<file path="config.mk">
export PLATFORM = sky130hd
export DESIGN_NAME = irq_hub
export DESIGN_NICKNAME = d
export VERILOG_FILES = /design/src/rtl/irq_hub_pkg.sv /design/src/rtl/irq_hub_decode.sv /design/src/rtl/irq_hub_edge.sv /design/src/rtl/irq_hub_arbiter.sv /design/src/rtl/irq_hub_regs.sv /design/src/rtl/irq_hub.sv
export SDC_FILE = /design/constraint.sdc
export NUM_CORES = 1
export LEC_CHECK = 0
export ABC_AREA = 1
export BUFFER_PORTS_ARGS = -buffer_cell sky130_fd_sc_hd__buf_4
export CORE_ASPECT_RATIO = 0.5
export CORE_UTILIZATION = 59
export DETAILED_ROUTE_END_ITERATION = 8
export PLACE_DENSITY = 0.86
export SKIP_CTS_REPAIR_TIMING = 1
export SLEW_MARGIN = 20
export SYNTH_ARGS = -nofsm -noshare
export SYNTH_HDL_FRONTEND = slang
export SYNTH_SLANG_ARGS = --single-unit
</file>
<file path="constraint.sdc">
create_clock -name clk -period 38.8 [get_ports clk]
set_clock_uncertainty 0.1 [all_clocks]
set_input_delay 3.88 -clock clk [delete_from_list [all_inputs] [get_ports clk]]
set_output_delay 3.88 -clock clk [all_outputs]
set_load 0.02 [all_outputs]
</file>
<file path="src/rtl/irq_hub_pkg.sv">
package irq_hub_pkg;

  localparam int ADDR_W = 22;

  localparam logic [ADDR_W-1:0] OFS_PEND  = 22'h001000;
  localparam logic [ADDR_W-1:0] OFS_EN    = 22'h002000;
  localparam logic [ADDR_W-1:0] OFS_THR   = 22'h200000;
  localparam logic [ADDR_W-1:0] OFS_CLAIM = 22'h200004;

  typedef enum logic [2:0] {
    SEL_NONE,
    SEL_PRIO,
    SEL_PEND,
    SEL_EN,
    SEL_THR,
    SEL_CLAIM
  } reg_sel_e;

endpackage

</file>
<file path="src/rtl/irq_hub_decode.sv">
module irq_hub_decode
  import irq_hub_pkg::*;
#(
  parameter int NSRC = 32,
  localparam int ID_W = $clog2(NSRC)
) (
  input  logic [ADDR_W-1:0] addr,
  output reg_sel_e          sel,
  output logic [ID_W-1:0]   idx
);

  localparam int PRIO_TOP = ID_W + 2;

  always_comb begin
    sel = SEL_NONE;
    idx = addr[PRIO_TOP-1:2];
    if (addr[ADDR_W-1:PRIO_TOP] == '0 && addr[1:0] == 2'b00) begin
      sel = SEL_PRIO;
    end else if (addr == OFS_PEND) begin
      sel = SEL_PEND;
    end else if (addr == OFS_EN) begin
      sel = SEL_EN;
    end else if (addr == OFS_THR) begin
      sel = SEL_THR;
    end else if (addr == OFS_CLAIM) begin
      sel = SEL_CLAIM;
    end
  end

endmodule

</file>
<file path="src/rtl/irq_hub_edge.sv">
module irq_hub_edge #(
  parameter int NSRC = 32
) (
  input  logic            clk,
  input  logic            rst_n,
  input  logic [NSRC-1:0] src,
  input  logic [NSRC-1:0] enable,
  output logic [NSRC-1:0] rise
);

  logic [NSRC-1:0] prev_q;

  always_ff @(posedge clk or negedge rst_n) begin
    if (!rst_n) begin
      prev_q <= '0;
    end else begin
      prev_q <= src;
    end
  end

  assign rise = src & ~prev_q & enable;

endmodule

</file>
<file path="src/rtl/irq_hub_arbiter.sv">
module irq_hub_arbiter #(
  parameter int NSRC   = 32,
  parameter int PRIO_W = 3,
  localparam int ID_W  = $clog2(NSRC)
) (
  input  logic [NSRC-1:0][PRIO_W-1:0] prio,
  input  logic [NSRC-1:0]             pending,
  input  logic [PRIO_W-1:0]           thr,
  output logic [ID_W-1:0]             win_id,
  output logic                        win_valid
);

  logic [NSRC-1:0] elig;

  // per-source qualification: pending and strictly above threshold
  for (genvar i = 0; i < NSRC; i++) begin : g_elig
    if (i == 0) begin : g_rsv
      assign elig[i] = 1'b0;
    end else begin : g_src
      assign elig[i] = pending[i] && (prio[i] > thr);
    end
  end

  // ascending scan; strict compare keeps the lowest id on ties
  logic [PRIO_W-1:0] best_prio;
  always_comb begin
    win_id    = '0;
    win_valid = 1'b0;
    best_prio = '0;
    for (int i = 1; i < NSRC; i++) begin
      if (elig[i] && (!win_valid || prio[i] > best_prio)) begin
        win_valid = 1'b1;
        win_id    = ID_W'(i);
        best_prio = prio[i];
      end
    end
  end

endmodule

</file>
<file path="src/rtl/irq_hub_regs.sv">
module irq_hub_regs
  import irq_hub_pkg::*;
#(
  parameter int NSRC   = 32,
  parameter int PRIO_W = 3,
  parameter int DATA_W = 32,
  localparam int ID_W  = $clog2(NSRC)
) (
  input  logic                        clk,
  input  logic                        rst_n,
  input  logic                        we,
  input  reg_sel_e                    sel,
  input  logic [ID_W-1:0]             idx,
  input  logic [DATA_W-1:0]           wdata,
  input  logic [NSRC-1:0]             rise,
  input  logic                        clr_ok,
  input  logic [ID_W-1:0]             clr_id,
  input  logic [ID_W-1:0]             claim,
  output logic [NSRC-1:0][PRIO_W-1:0] prio_q,
  output logic [NSRC-1:0]             enable_q,
  output logic [NSRC-1:0]             pending_q,
  output logic [PRIO_W-1:0]           thr_q,
  output logic [DATA_W-1:0]           rdata
);

  // ---------------- priority words, one per source ----------------
  assign prio_q[0] = '0;
  for (genvar i = 1; i < NSRC; i++) begin : g_prio
    logic prio_ld;
    assign prio_ld = we && (sel == SEL_PRIO) && (idx == ID_W'(i));
    always_ff @(posedge clk or negedge rst_n) begin
      if (!rst_n) begin
        prio_q[i] <= '0;
      end else if (prio_ld) begin
        prio_q[i] <= wdata[PRIO_W-1:0];
      end
    end
  end

  // ---------------- enable and threshold ----------------
  logic en_ld, thr_ld;
  logic [NSRC-1:0] enable_d;

  assign en_ld    = we && (sel == SEL_EN);
  assign thr_ld   = we && (sel == SEL_THR);
  assign enable_d = wdata[NSRC-1:0] & ~NSRC'(1);

  always_ff @(posedge clk or negedge rst_n) begin
    if (!rst_n) begin
      enable_q <= '0;
    end else if (en_ld) begin
      enable_q <= enable_d;
    end
  end

  always_ff @(posedge clk or negedge rst_n) begin
    if (!rst_n) begin
      thr_q <= '0;
    end else if (thr_ld) begin
      thr_q <= wdata[PRIO_W-1:0];
    end
  end

  // ---------------- pending ----------------
  logic [NSRC-1:0] clr_mask, pending_d;

  always_comb begin
    clr_mask = '0;
    if (clr_ok) begin
      clr_mask[clr_id] = 1'b1;
    end
    // a new edge outranks a completion of the same id
    pending_d    = (pending_q & ~clr_mask) | rise;
    pending_d[0] = 1'b0;
  end

  always_ff @(posedge clk or negedge rst_n) begin
    if (!rst_n) begin
      pending_q <= '0;
    end else begin
      pending_q <= pending_d;
    end
  end

  // ---------------- read mux ----------------
  always_comb begin
    unique case (sel)
      SEL_PRIO:  rdata = DATA_W'(prio_q[idx]);
      SEL_PEND:  rdata = DATA_W'(pending_q);
      SEL_EN:    rdata = DATA_W'(enable_q);
      SEL_THR:   rdata = DATA_W'(thr_q);
      SEL_CLAIM: rdata = DATA_W'(claim);
      default:   rdata = '0;
    endcase
  end

endmodule

</file>
<file path="src/rtl/irq_hub.sv">
module irq_hub
  import irq_hub_pkg::*;
#(
  parameter int NSRC   = 32,
  parameter int PRIO_W = 3,
  parameter int DATA_W = 32
) (
  input  logic              clk,
  input  logic              rst_n,
  input  logic [NSRC-1:0]   src_i,
  input  logic              bus_we,
  input  logic [ADDR_W-1:0] bus_addr,
  input  logic [DATA_W-1:0] bus_wdata,
  output logic [DATA_W-1:0] bus_rdata,
  output logic              irq_o
);

  localparam int ID_W = $clog2(NSRC);

  reg_sel_e                    sel;
  logic [ID_W-1:0]             idx;
  logic [NSRC-1:0]             rise;
  logic [NSRC-1:0][PRIO_W-1:0] prio_q;
  logic [NSRC-1:0]             enable_q, pending_q;
  logic [PRIO_W-1:0]           thr_q;
  logic [ID_W-1:0]             win_id;
  logic                        win_valid;
  logic [ID_W-1:0]             claim_q, claim_d;
  logic                        irq_q, irq_d;
  logic                        cmpl_wr, clr_ok;

  irq_hub_decode #(.NSRC(NSRC)) u_dec (
    .addr (bus_addr),
    .sel  (sel),
    .idx  (idx)
  );

  irq_hub_edge #(.NSRC(NSRC)) u_edge (
    .clk    (clk),
    .rst_n  (rst_n),
    .src    (src_i),
    .enable (enable_q),
    .rise   (rise)
  );

  assign cmpl_wr = bus_we && (sel == SEL_CLAIM);
  assign clr_ok  = cmpl_wr && (bus_wdata[DATA_W-1:ID_W] == '0) &&
                   (bus_wdata[ID_W-1:0] != '0);

  irq_hub_regs #(.NSRC(NSRC), .PRIO_W(PRIO_W), .DATA_W(DATA_W)) u_regs (
    .clk       (clk),
    .rst_n     (rst_n),
    .we        (bus_we),
    .sel       (sel),
    .idx       (idx),
    .wdata     (bus_wdata),
    .rise      (rise),
    .clr_ok    (clr_ok),
    .clr_id    (bus_wdata[ID_W-1:0]),
    .claim     (claim_q),
    .prio_q    (prio_q),
    .enable_q  (enable_q),
    .pending_q (pending_q),
    .thr_q     (thr_q),
    .rdata     (bus_rdata)
  );

  irq_hub_arbiter #(.NSRC(NSRC), .PRIO_W(PRIO_W)) u_arb (
    .prio      (prio_q),
    .pending   (pending_q),
    .thr       (thr_q),
    .win_id    (win_id),
    .win_valid (win_valid)
  );

  // claim/line next state: a completion write blanks the line for a cycle
  always_comb begin
    if (cmpl_wr) begin
      claim_d = '0;
      irq_d   = 1'b0;
    end else begin
      claim_d = win_valid ? win_id : '0;
      irq_d   = win_valid;
    end
  end

  always_ff @(posedge clk or negedge rst_n) begin
    if (!rst_n) begin
      claim_q <= '0;
      irq_q   <= 1'b0;
    end else begin
      claim_q <= claim_d;
      irq_q   <= irq_d;
    end
  end

  assign irq_o = irq_q;

endmodule

</file>
# Yosys cells after proc, flatten, opt, wreduce, memory -nomap -nowiden
# Cells that the tools add are included.
totals:
  regBits: 196
  output_inout_bits: 33
classes:
  magnitude_cmp: 64
  eq_ne: 40
  mux: 106
  n_bitwise: 6
  reduce_logical: 164
ops:
  columns: ["op", "n"]
  rows:
  - ["3-bit > comparator", 61]
  - ["5-bit two-way mux", 32]
  - ["32-bit case mux with 5 select lines", 1]
  - ["3-bit two-way mux", 36]
  - ["1-bit logical AND", 100]
  - ["32-bit AND", 3]
  - ["5-bit equality test, second input constant", 16]
  - ["32-bit NOT", 2]
  - ["22-bit equality test, second input constant", 2]
  - ["5-bit by 4-bit equality test with 1-bit output, second input constant", 8]
  - ["1-bit two-way mux", 34]
  - ["32-bit two-way mux", 1]
  - ["32-bit bitwise OR", 1]
  - ["1-bit logical NOT", 30]
  - ["1-bit logical OR", 30]
  - ["27-bit logical NOT", 1]
  - ["22-bit by 13-bit equality test with 1-bit output, second input constant", 1]
  - ["22-bit by 14-bit equality test with 1-bit output, second input constant", 1]
  - ["5-bit by 3-bit equality test with 1-bit output, second input constant", 4]
  - ["3-bit binary-select mux with 5-bit select", 1]
  - ["15-bit logical NOT", 1]
  - ["5-bit by 6-bit < comparator with 1-bit output, second input constant", 2]
  - ["5-bit by 2-bit equality test with 1-bit output, second input constant", 2]
  - ["3-bit by 2-bit equality test with 1-bit output, second input constant", 2]
  - ["other kinds (7)", 8]

# Logic depth before layout (Yosys ltp)
# Gate-level depths: netlist of run 1.
depth:
  ltp_word: 125
  mapped_depth: 296
  ltp_nobuf: 296

# Modules after synthesis
# Synthesis of run 1 repeated with hierarchy kept, for this count alone.
unflattened:
  cells_unflattened: 2073
  hier_area_um2: 15367.2
by_module_without_submodules:
  columns: ["module", "n_inst", "cells_per_inst", "area_each_um2"]
  rows:
  - ["irq_hub_regs", 1, 889, 7551.0]
  - ["irq_hub_arbiter", 1, 992, 6119.6]
  - ["irq_hub_edge", 1, 96, 1121.1]
  - ["irq_hub", 1, 49, 346.6]
  - ["irq_hub_decode", 1, 47, 229.0]

# Least setup slack after synthesis of run 1
# Ideal clock, no wire load.
synth_path:
  kind: "flip-flop to flip-flop"
  startpoint: "reg u_regs.thr_q[2]"
  endpoint: "reg claim_q[2]"
  setup_time_ns: 0.117
  arrival_time_ns: 31.823
  path_slack_ns: 6.760
  path_stages_with_launch: 283
  period_less_slack_ns: 32.040
  path_cell_list: "dfrtp_1 inv_1 ha_1 nand3_1 nand2_2 nor2_2 nand2_1 ha_1 a21oi_1 nand2_1 nand2_1 nand2_1 nand2_2 nand2_1 nand2_1 ha_1 a21oi_1 o21ai_0 [247 not listed] and2_1 ha_1 a21oi_1 o21ai_0 nand2_1 nand2_1 nand2_1 nand3_1 o21ai_1 ha_1 a31oi_1 a32oi_1 o21ai_0 nand2_1 inv_1 o21ai_0 o21ai_1 inv_1"
synth_via:
  elab_chain_cells: 125
  word_cells_on_any_way: 274
  classes_between: "61 x order compare; 92 x mux; 121 x reduce/logical"
synth_rtl:
  columns: ["item", "line", "text"]
  rows:
  - ["start: declaration", "irq_hub_regs.sv:22", "output logic [PRIO_W-1:0] thr_q,"]
  - ["start signal: assignment", "irq_hub_regs.sv:60", "thr_q <= wdata[PRIO_W-1:0];"]
  - ["3-bit > comparator", "irq_hub_arbiter.sv:20", "assign elig[i] = pending[i] && (prio[i] > thr);"]
  - ["1-bit logical AND", "irq_hub_arbiter.sv:20", null]
  - ["3-bit two-way mux or 1-bit two-way mux (tied branches)", "irq_hub_arbiter.sv:31", "if (elig[i] && (!win_valid || prio[i] > best_prio)) begin"]
  - ["3-bit > comparator or 1-bit logical NOT (tied branches)", "irq_hub_arbiter.sv:31", null]
  - ["1-bit logical OR", "irq_hub_arbiter.sv:31", null]
  - ["1-bit logical AND", "irq_hub_arbiter.sv:31", null]
  - ["3-bit two-way mux or 1-bit two-way mux (tied branches)", "irq_hub_arbiter.sv:31", null]
  - ["3-bit > comparator or 1-bit logical NOT (tied branches)", "irq_hub_arbiter.sv:31", null]
  - ["[110 not listed]", null, null]
  - ["3-bit two-way mux or 1-bit two-way mux (tied branches)", "irq_hub_arbiter.sv:31", null]
  - ["3-bit > comparator or 1-bit logical NOT (tied branches)", "irq_hub_arbiter.sv:31", null]
  - ["1-bit logical OR", "irq_hub_arbiter.sv:31", null]
  - ["1-bit logical AND", "irq_hub_arbiter.sv:31", null]
  - ["5-bit two-way mux or 1-bit two-way mux (tied branches)", "irq_hub_arbiter.sv:31", null]
  - ["5-bit two-way mux *", "irq_hub.sv:82", "claim_d = win_valid ? win_id : '0;"]
  - ["5-bit two-way mux *", "irq_hub.sv:78", "if (cmpl_wr) begin"]
  - ["named net claim_d[2]", "irq_hub.sv:28", "logic [ID_W-1:0] claim_q, claim_d;"]
  - ["end signal: assignment", "irq_hub.sv:92", "claim_q <= claim_d;"]
  - ["end: declaration", "irq_hub.sv:28", null]
# Mark *: on every way through the listed nets, which the timed path passes. The rest lies on a longest branch.
# A chain may end at the register's enable or synchronous reset.

# Worst setup path in the final report of run 1
# Ends and elaborated chain as after synthesis.

==> results of run 1 <==
==> synth_stat cells, drive strengths merged (13+ instances only) <==
library cell / n
o21ai: 289
nand3: 115
clkbuf: 31
o22ai: 52
ha: 161
nand4: 15
nor2: 126
dfrtp: 195
nor3: 26
a311oi: 13
nand2: 579
inv: 229
a211oi: 18
a21oi: 28
==> final cells by class <==
class	instances	area (µm²)	share of cell area, %
timing repair buffer	128	997.2	6.077
clock inverter	15	158.9	0.9684
multi-input combinational	1489	8657	52.76
inverter	232	870.8	5.307
sequential	195	4880	29.74
clock buffer	17	425.4	2.592
tap	336	420.4	2.562
==> routing by layer <==
layer / vias up / GRT usage, % / wire [µm]
met4: 2 / 11.64 / 1026
met3: 110 / 10.23 / 4529
li1: 6834 / - / -
met2: 670 / 49.87 / 17720
met1: 6570 / 44.62 / 17740
met5: - / 3.605 / 127
==> path summary, 6_finish.rpt <==
check                                       endpoint  slack (ns)         startpoint
worst max-delay path                      claim_q[2]        3.97    u_regs.thr_q[2]
worst min-delay path            u_regs.pending_q[25]        0.38  u_edge.prev_q[25]
worst max register to register            claim_q[2]        3.97    u_regs.thr_q[2]
worst min register to register  u_regs.pending_q[25]        0.38  u_edge.prev_q[25]
max in group asynchronous          u_regs.prio_q[93]       33.54              rst_n
min in group asynchronous           u_regs.prio_q[7]        3.48              rst_n
==> worst max-delay path, delay by kind of cell (launching register included) <==
kind            cells  cell delay, ns
compound gates     78           11.37
buf+inv            33            2.21
flops               1            0.40
fa+ha+maj          31            9.37
simple gates      131           11.31
==> cells by family (layout without fill, tap and decap cells) <==
kind of cell,count (synthesis),in the layout,synth area share (%)
AO/OA/AOI/OAI,438,438,17.10
adder cells (fa/ha/maj),161,161,13.90
buffers and inverters,264,392,6.836
flip-flops,195,195,33.66
multiplexers,9,9,0.6991
AND/OR/NAND/NOR,881,881,27.81
==> per-stage QoR <==
step                util [%]  std cells  setup TNS, ns
floorplan                  -       1948              0
global placement       65.42       2378              0
detailed placement     65.42       2378              0
CTS                    67.85       2410              0
global route           68.17       2412       -0.02186
finish                 68.17       2412              0
==> flip-flops by register name, indices dropped and copies added, names as in the netlist <==
| register | count |
|---|---|
| claim_q | 5 |
| u_regs.enable_q | 31 |
| u_regs.prio_q | 93 |
| u_regs.pending_q | 31 |
| u_regs.thr_q | 3 |
| irq_o | 1 |
| u_edge.prev_q | 31 |
==> power by group through the flow <==
stage	logic (mW)	registers, mW	clock network (mW)
after floorplan	0.00897	0.209	0
after global placement	0.0249	0.209	0
after detailed placement	0.0252	0.209	0
after CTS	0.0254	0.205	0.176
after global routing	0.0280	0.205	0.186
final	0.0260	0.205	0.177
==> results.md, run 1 <==
- Highest cell delay on the worst timing path: 0.40 ns
- # nets final: 2313
- Sw Share: 26.48%
- First-pass GRT wire length: 65700 µm
- Sw Pwr: around 110 µW
- Design area: 16410 µm²
- Synth-to-Final Area Change: 13.20%
- Vias: 14190
- Critical Path Fanout Max: 16
- Final wirelength: about 41000 µm
- Setup CP Type: register to register
- Largest net degree at the start of global routing: about 130
- Wire length per cell: 17.06 µm
- Post-DRT Antenna Nets: 0
- Biggest area consumer among synthesized cells: dfrtp_1
- Die Ht: between 100 and 150 µm
- Ys flop type: dfrtp_1
- Avg Inst Size Synth: between 7 and 8 µm²
- Pwr dens: between 20 and 25 nW/µm²
- Max Freq: 28.71 MHz
- Worst skew pair latency: 0.45 ns
- DIE AREA: between 20000 and 30000 µm²
- HPWL Detailed: 30370 µm
- Total power: around 400 µW
- Most frequent cells in the layout: nand2_1 (500), o21ai_0 (247), inv_1 (223)
- Share of synthesized registers carrying an async set or reset: 100.0%
- CTS H-Tree Depth: 4
- Maximum VDD drop: approximately 0.000023 V
- Initial antenna violation count: 0
- Clock root cell: clkbuf_16
- Power Internal: 300.0 µW
- Max_cap viols: 0
- Critical Path AT: around 35 ns
- Rel. slew slack: 27.20%
- Slowest CP cell: dfrtp_1
- CTS tree: done
- Post-synth top area share: ~34%
- Most used cell, CP: nand2_1
- Clk pwr share: 43.4%
- CTS max path bufs: 2
- Gp weighted congestion: 0.9499
- Leak Pwr: about 8.4 nW
- Area after DPL: between 15000 and 20000 µm²
- Initial Util: 60.22%
- Vias in the first global route: 13110
- Min-Delay Path Class: register to register
- Count of different cell masters after synthesis: 45
- Hold path depth: 3
- Commonest non-fill, non-tap cell in the layout: nand2_1
- Core area: about 24000 µm²
- Synth warn: 0
- Top cells by area, synth: dfrtp_1 (34%), ha_1 (14%), nand2_1 (13%)
- # rows: 40
- Gr usage total: 33.01%
- Port bufs: 120
- Hold_ws: just under 0.4 ns
- Antenna Cells: 0
- Post-synth EDFFs: 0
- Number of DRC markers in iteration 0: around 1600
- DRC violations left: 0
- Reg power frac: 50.3%
- Sequential share of the synthesized area: approximately a third
- TritonCTS Buffers: 17
- Crit path required time: 39.04 ns
- Vias per cell: 5.881
- Synth Cell Area: 14500 µm²
- Hold Vio Cnt, Final: 0
- FILL cells: 1942
- Cells after synthesis: 1948
- Sink Count: 195
- Outcome: completed
- Period utilisation layout: between 80% and 90%
- Combinational power share: 6.4%
- Clock slew at reported path FFs: 0.07 ns
- IO Count: between 100 and 150
- Worst setup SP type: register
- Tmin final: 34.83 ns
- Overflow after GRT: 0
- Worst slack, placed: 2.501 ns
- Critical path endpoint category: register
- Total iterations of the first detailed-routing run: 8
- Chip width: between 200 and 250 µm
- Layout cell share with drive strength beyond 1: 14.02%
- Max Transition Viols Final: 0
- Setup WS post-layout: between 3 and 4 ns
- Syn_nets: ~2200
- Reg2Reg Depth: around 270
- Final setup viols: 0
- Pin slew with the least headroom to its limit: about 1.1 ns
- Yosys reg bits: 195
Note: power is estimated with default switching activity, not from simulation.
==> run 2, diff against run 1 <==
==> constraint.sdc (replaced) <==
create_clock -name clk -period 34.4 [get_ports clk]
set_clock_uncertainty 0.1 [all_clocks]
set_input_delay 3.44 -clock clk [delete_from_list [all_inputs] [get_ports clk]]
set_output_delay 3.44 -clock clk [all_outputs]
set_load 0.02 [all_outputs]
==> run 2 against run 1 <==
Clock-buffer cell count unchanged. Critical path depth up 10. Largest cell class unchanged. Register-to-register slack worse by 2.9 ns.
==> results.md, run 2 (same netlist as run 1, synthesis figures left out) <==
- Initial Util: 60.22%
- Initial antenna violation count: 2
- Combinational power share: under 10%
- HPWL Detailed: 30660 µm
- Clk pwr share: 43.7%
- Reg2Reg Depth: roughly 280
- Reg2Reg Setup Slack: about 1.1 ns
- Chip width: 223.7 µm
- Clock slew at reported path FFs: approximately 0.080 ns
- Leak Pwr: 8.827 nW
- Commonest non-fill, non-tap cell in the layout: nand2_1
- Reg2reg start: u_regs.thr_q[2]
- Sink Count: 195
- Post-DRT Antenna Nets: 0
- Worst setup SP type: register
- Hold-critical path endpoint: u_regs.pending_q[7]
- Pwr dens: roughly 26 nW/µm²
- CTS max path bufs: 2
- Layout cell share with drive strength beyond 1: a little under a quarter
- Tmin final: 33.33 ns
- Number of flip-flops under the largest register name: between 90 and 100
- Port bufs: 120
- Min-Delay Path Class: register to register
- Final setup viols: 0
- Final Util: 73.23%
- Cells after DPL: about 2400
- Crit path required time: 34.65 ns
- Vias: 15140
- CTS tree: done
- Critical path endpoint category: register
- IO Count: 122
- Overflow after GRT: 0
- Power Internal: 338.8 µW
- CTS H-Tree Depth: 4
- Reg power frac: 50.0%
- FILL cells: 1664
- Outcome: completed
- Period utilisation layout: 96.88%
- Setup WS post-layout: 1.072 ns
- Slowest CP cell: dfrtp_1
- Worst slack, placed: -1.391 ns
- Most frequent cells in the layout: nand2_1 (460), inv_1 (215), o21ai_0 (195), dfrtp_1 (195), buf_4 (191)
- Highest cell delay on the worst timing path: 0.36 ns
- Gp weighted congestion: between 0.9 and 1
- Die Ht: 112.8 µm
- Vias per cell: 6.109
- Max Freq: approximately 30 MHz
- Critical Path AT: 33.57 ns
- Rel. slew slack: 4.512%
- DIE AREA: 25240 µm²
- # rows: 40
- DRC violations left: 0
- Final wirelength: 46080 µm
- Clock root cell: clkbuf_16
- Maximum VDD drop: 0.00003952 V
- Hold path depth: 3
- Core area: 24070 µm²
- Hold Vio Cnt, Final: 0
- Gr usage total: 33.82%
- Worst skew pair latency: 0.46 ns
- Synth-to-Final Area Change: 21.61%
- Most used cell, CP: nand2_2
- Max_cap viols: 0
- Most flop-heavy register: u_regs.prio_q
- Setup CP Type: register to register
- Finished Layout Cells: 2478
- Number of DRC markers in iteration 0: 1857
- Wire length per cell: 18.60 µm
- Reg-to-reg critical path endpoint: claim_q[3]
- First-pass GRT wire length: 67280 µm
- # nets final: approximately 2400
- Hold_ws: 0.3885 ns
- Vias in the first global route: 13340
- Largest net degree at the start of global routing: 123
- Total power: 462.7 µW
- Pin slew with the least headroom to its limit: 1.423 ns
- Sw Share: 26.79%
- TritonCTS Buffers: 17
- Critical Path Fanout Max: 8
- Max Transition Viols Final: 0
- Total iterations of the first detailed-routing run: 7
- Min-delay src: u_edge.prev_q[7]
- Sw Pwr: around 120 µW
-- run 2: cell type report --
| class | count | area [µm²] | area share (%) |
|---|---|---|---|
| multi-input cells | 1489 | 9405 | 53.35 |
| flip-flops and latches | 195 | 4880 | 27.68 |
| diodes | 1 | 2.502 | 0.01419 |
| clock inverters | 15 | 166.4 | 0.9439 |
| well taps | 336 | 420.4 | 2.385 |
| repair buffers | 193 | 1459 | 8.275 |
| inverters | 232 | 870.8 | 4.940 |
| clock buffers | 17 | 425.4 | 2.413 |
-- run 2: through the flow --
| stage | instance area [µm²] | TNS (ns) |
|---|---|---|
| floorplan | 14500 | 0 |
| global placement | 15770 | -0.6258 |
| detailed placement | 15770 | -6.370 |
| CTS | 16360 | -9.101 |
| global route | 17630 | -6.583 |
| finish | 17630 | 0 |
-- run 2: worst max-delay path by stage --
stage | from | end | cells past startpoint
floorplan | u_regs.thr_q[2] | claim_q[2] | 282
global placement | u_regs.thr_q[2] | claim_q[2] | 267
detailed placement | u_regs.thr_q[2] | claim_q[2] | 273
CTS | u_regs.thr_q[2] | claim_q[2] | 269
global route | u_regs.thr_q[2] | claim_q[3] | 283
finish | u_regs.thr_q[2] | claim_q[3] | 283
-- run 2: power groups by stage --
stage	clock [mW]	sequential (mW)	combinational (mW)
3_5_place_dp	0	0.236	0.0285
5_1_grt	0.211	0.231	0.0316
6_report	0.202	0.231	0.0293
2_1_floorplan	0	0.236	0.0101
3_3_place_gp	0	0.236	0.0281
4_1_cts	0.200	0.231	0.0286
-- run 2: worst max-delay path, delay by kind of cell, from the launching register on --
| family | cells | cell delay (ns) |
|---|---|---|
| buffers and inverters | 36 | 2.20 |
| adder cells (fa/ha/maj) | 31 | 8.94 |
| flip-flops | 1 | 0.36 |
| AND/OR/NAND/NOR | 146 | 13.04 |
| AO/OA/AOI/OAI | 70 | 8.39 |
-- run 2: routing by layer --
layer  part of all wire, %  up-vias  GRT usage, %  wire (µm)
met3                    12      188         10.31       5622
met5                 0.046        -             0         21
met1                    39     7045         45.47      18110
li1                      -     6978             -          -
met2                    45      922         51.84      20680
met4                   3.6        4         12.10       1640
==> run 3, diff against run 2 <==
--- a/config.mk
+++ b/config.mk
@@ -5,12 +5,11 @@
 export SDC_FILE = /design/constraint.sdc
 export NUM_CORES = 1
 export LEC_CHECK = 0
-export ABC_AREA = 1
 export BUFFER_PORTS_ARGS = -buffer_cell sky130_fd_sc_hd__buf_4
 export CORE_ASPECT_RATIO = 0.5
-export CORE_UTILIZATION = 59
+export CORE_UTILIZATION = 51
 export DETAILED_ROUTE_END_ITERATION = 8
-export PLACE_DENSITY = 0.86
+export PLACE_DENSITY = 0.77
 export SKIP_CTS_REPAIR_TIMING = 1
 export SLEW_MARGIN = 20
 export SYNTH_ARGS = -nofsm -noshare
==> run 3 against run 2 <==
The run now ends with setup timing left. Cell area grew 14%. Via count shrank 1.5%. Hold slack gained 0.013 ns. Non-clock buffer count grew 196. Sequential power is essentially flat. Synthesized cell count shrank 18%. Largest cell class unchanged.
==> results.md, run 3 <==
- Most flop-heavy register: u_regs.prio_q
- Leak Pwr: 9.444 nW
- Sink Count: just under 200
- Tmin final: 41.30 ns
- CP delay by family, top: compound AO/OA/AOI/OAI gates
- TritonCTS Buffers: 17
- Post-DRT Antenna Nets: 0
- Failing checks: setup timing
- Highest cell delay on the worst timing path: 0.41 ns
- Core area: 28140 µm²
- CTS H-Tree Depth: 4
- Overflow after GRT: 0
- Count of different cell masters after synthesis: between 80 and 90
- Max_cap viols: 0
- IO Count: 122
- Vias per cell: 6.339
- Gr usage total: 33.06%
- Final wirelength: 52320 µm
- Design area: 20120 µm²
- Chip width: 243.0 µm
- Sequential share of the synthesized area: 32.94%
- Setup CP Type: register to register
- CTS tree: done
- Top-count cell post-synth: dfrtp_1
- CTS max path bufs: 2
- Reg2reg start: u_regs.thr_q[1]
- Ys flop type: dfrtp_1
- Min-Delay Path Class: register to register
- Share of synthesized registers carrying an async set or reset: 100.0%
- Critical Path AT: 41.50 ns
- Area after DPL: 18210 µm²
- Yosys reg bits: 195
- Setup WS post-layout: -6.895 ns
- Gp weighted congestion: 0.9996
- Worst setup SP type: register
- Final setup viols: 5
- Number of flip-flops under the largest register name: 93
- RSZ-0062 raised after global routing: yes
- DIE AREA: 29770 µm²
- Worst skew pair latency: 0.46 ns
- Vias in the first global route: 13780
- # rows: 43
- Period utilisation layout: 120.0%
- Critical path endpoint category: register
- DRC violations left: 0
- XOR/XNOR share of the synthesized area: 0%
- Crit path to: claim_q[3]
- Biggest area consumer among synthesized cells: dfrtp_1
- Initial Util: 52.64%
- Slowest CP cell: dfrtp_1
- CP Launch Point: u_regs.thr_q[1]
- Reg2Reg Depth: roughly 240
- Hold Vio Cnt, Final: 0
- Vias: 14910
- Post-synth EDFFs: 0
- Initial antenna violation count: 1
- Clock slew at reported path FFs: 0.08 ns
- # nets final: 2207
- Commonest non-fill, non-tap cell in the layout: buf_4
- Reg2Reg Setup Slack: -6.90 ns
- Main combinational cell family by area after synthesis: compound AO/OA/AOI/OAI gates
- WP buf/inv: 15
- Post-Synth Adder-Cell Area: around 14%
- Most frequent cells in the layout: buf_4 (382), dfrtp_1 (195), nand2_1 (153)
- Max Transition Viols Final: 0
- Port bufs: 120
- Outcome: complete, but fails checks
- Post-Synth Simple-Gate Area: 15.93%
- Most used cell, CP: a21oi_2
- Wire length per cell: 22.24 µm
- Pwr dens: 23.96 nW/µm²
- Max Freq: 24.22 MHz
- Largest net degree at the start of global routing: 84
- Clock root cell: clkbuf_16
- Post-synthesis mux area share: 12.70%
- Die Ht: 122.5 µm
- Post-synth top area share: 32.94%
- Maximum VDD drop: approximately 0.000034 V
- Cells after synthesis: 1589
- Pin slew with the least headroom to its limit: 1.068 ns
- Avg Inst Size Synth: 9.322 µm²
- Syn_nets: approximately 1800
- HPWL Detailed: 36430 µm
- Synth Cell Area: 14810 µm²
- Synth warn: 0
- First-pass GRT wire length: between 70000 and 80000 µm
- Top cells by area, synth: dfrtp_1 (33%), ha_1 (14%), mux2_2 (8.0%)
- Crit path required time: between 30 and 40 ns
- Critical Path Stages: 237
- Reg-to-reg critical path endpoint: claim_q[3]
- Critical Path Fanout Max: 6
- Rel. slew slack: around 29%
- Number of DRC markers in iteration 0: about 1700
- Antenna Cells: 0
- Compound-cell area share of the yosys netlist: 19.63%
- Hold_ws: ~0.40 ns
- Synth-to-Final Area Change: 35.86%
- Layout cell share with drive strength beyond 1: between 40% and 50%
- Total iterations of the first detailed-routing run: 8
- Post-synth top cells: dfrtp_1 (195), nand2_1 (163), ha_1 (161)
==> run 3: cell count changes in the layout (fill, tap and decap cells not counted), sizes merged, moves of 27 or more <==
| cell | before | now |
|---|---|---|
| nand3 | 115 | 45 |
| inv | 236 | 145 |
| nor2 | 126 | 96 |
| nor2b | 0 | 34 |
| mux2 | 9 | 105 |
| mux4 | 0 | 27 |
| buf | 192 | 388 |
| a21oi | 28 | 93 |
| a22o | 1 | 29 |
| o21ai | 289 | 118 |
| nand2 | 579 | 163 |
| o22ai | 52 | 1 |
==> run 3: logic make-up (layout without fill, tap and decap cells) <==
kind of cell,Yosys count,after routing
multiplexers,141,141
adder cells (fa/ha/maj),169,169
flip-flops,195,195
AO/OA/AOI/OAI,421,421
AND/OR/NAND/NOR,482,482
buffers and inverters,181,562
==> run 3: metal layers <==
layer  track usage [%]  vias to the layer above  part of all wire (%)
li1                  -                     6628                     -
met1             44.35                     7304                    41
met2             53.30                      803                    46
met3             7.632                      172                   9.6
met4             10.61                        2                   3.4
met5                 0                        -                 0.023
==> run 3: final cells by class <==
type | count | area [µm²]
multi-input combinational | 1213 | 10620
fill | 1957 | 8014
sequential | 195 | 4880
timing repair buffer | 389 | 2958
inverter | 141 | 536.8
tap | 382 | 478.0
clock buffer | 18 | 439.2
clock inverter | 14 | 211.5
==> run 3: worst min-delay path, stage by stage, from the launching register on <==
cell	delay, ns
dfrtp_1	0.32
nand3b_1	0.09
nand2_1	0.05
==> run 3: stage by stage <==
step	instances	TNS [ns]	power, mW	util [%]	setup WS [ns]
finish	2352	-34.09	0.4822	71.52	-6.895
floorplan	1589	-24.52	0.2447	-	-4.986
global placement	2265	-28.45	0.2627	64.73	-5.765
CTS	2297	-33.52	0.4818	67.04	-6.777
global route	2352	-41.33	0.4931	71.52	-8.336
detailed placement	2265	-32.04	0.2631	64.73	-6.480
==> run 3: power by group <==
part	leakage, nW	internal, mW	switching, mW	total (mW)
Clock	0.312	0.120	0.103	0.223
Sequential	2.47	0.231	0.000525	0.231
Combinational	6.67	0.0102	0.0174	0.0277
Total	9.44	0.362	0.121	0.482
==> run 3: worst min path at each step <==
| stage | cells after the start | to | from |
|---|---|---|---|
| after floorplan | 2 | u_regs.pending_q[15] | u_edge.prev_q[15] |
| after global placement | 2 | u_regs.pending_q[15] | u_edge.prev_q[15] |
| after detailed placement | 2 | u_regs.pending_q[7] | u_edge.prev_q[7] |
| after CTS | 2 | u_regs.pending_q[23] | u_edge.prev_q[23] |
| after global routing | 2 | u_regs.pending_q[3] | u_edge.prev_q[3] |
| final | 2 | u_regs.pending_q[23] | u_edge.prev_q[23] |
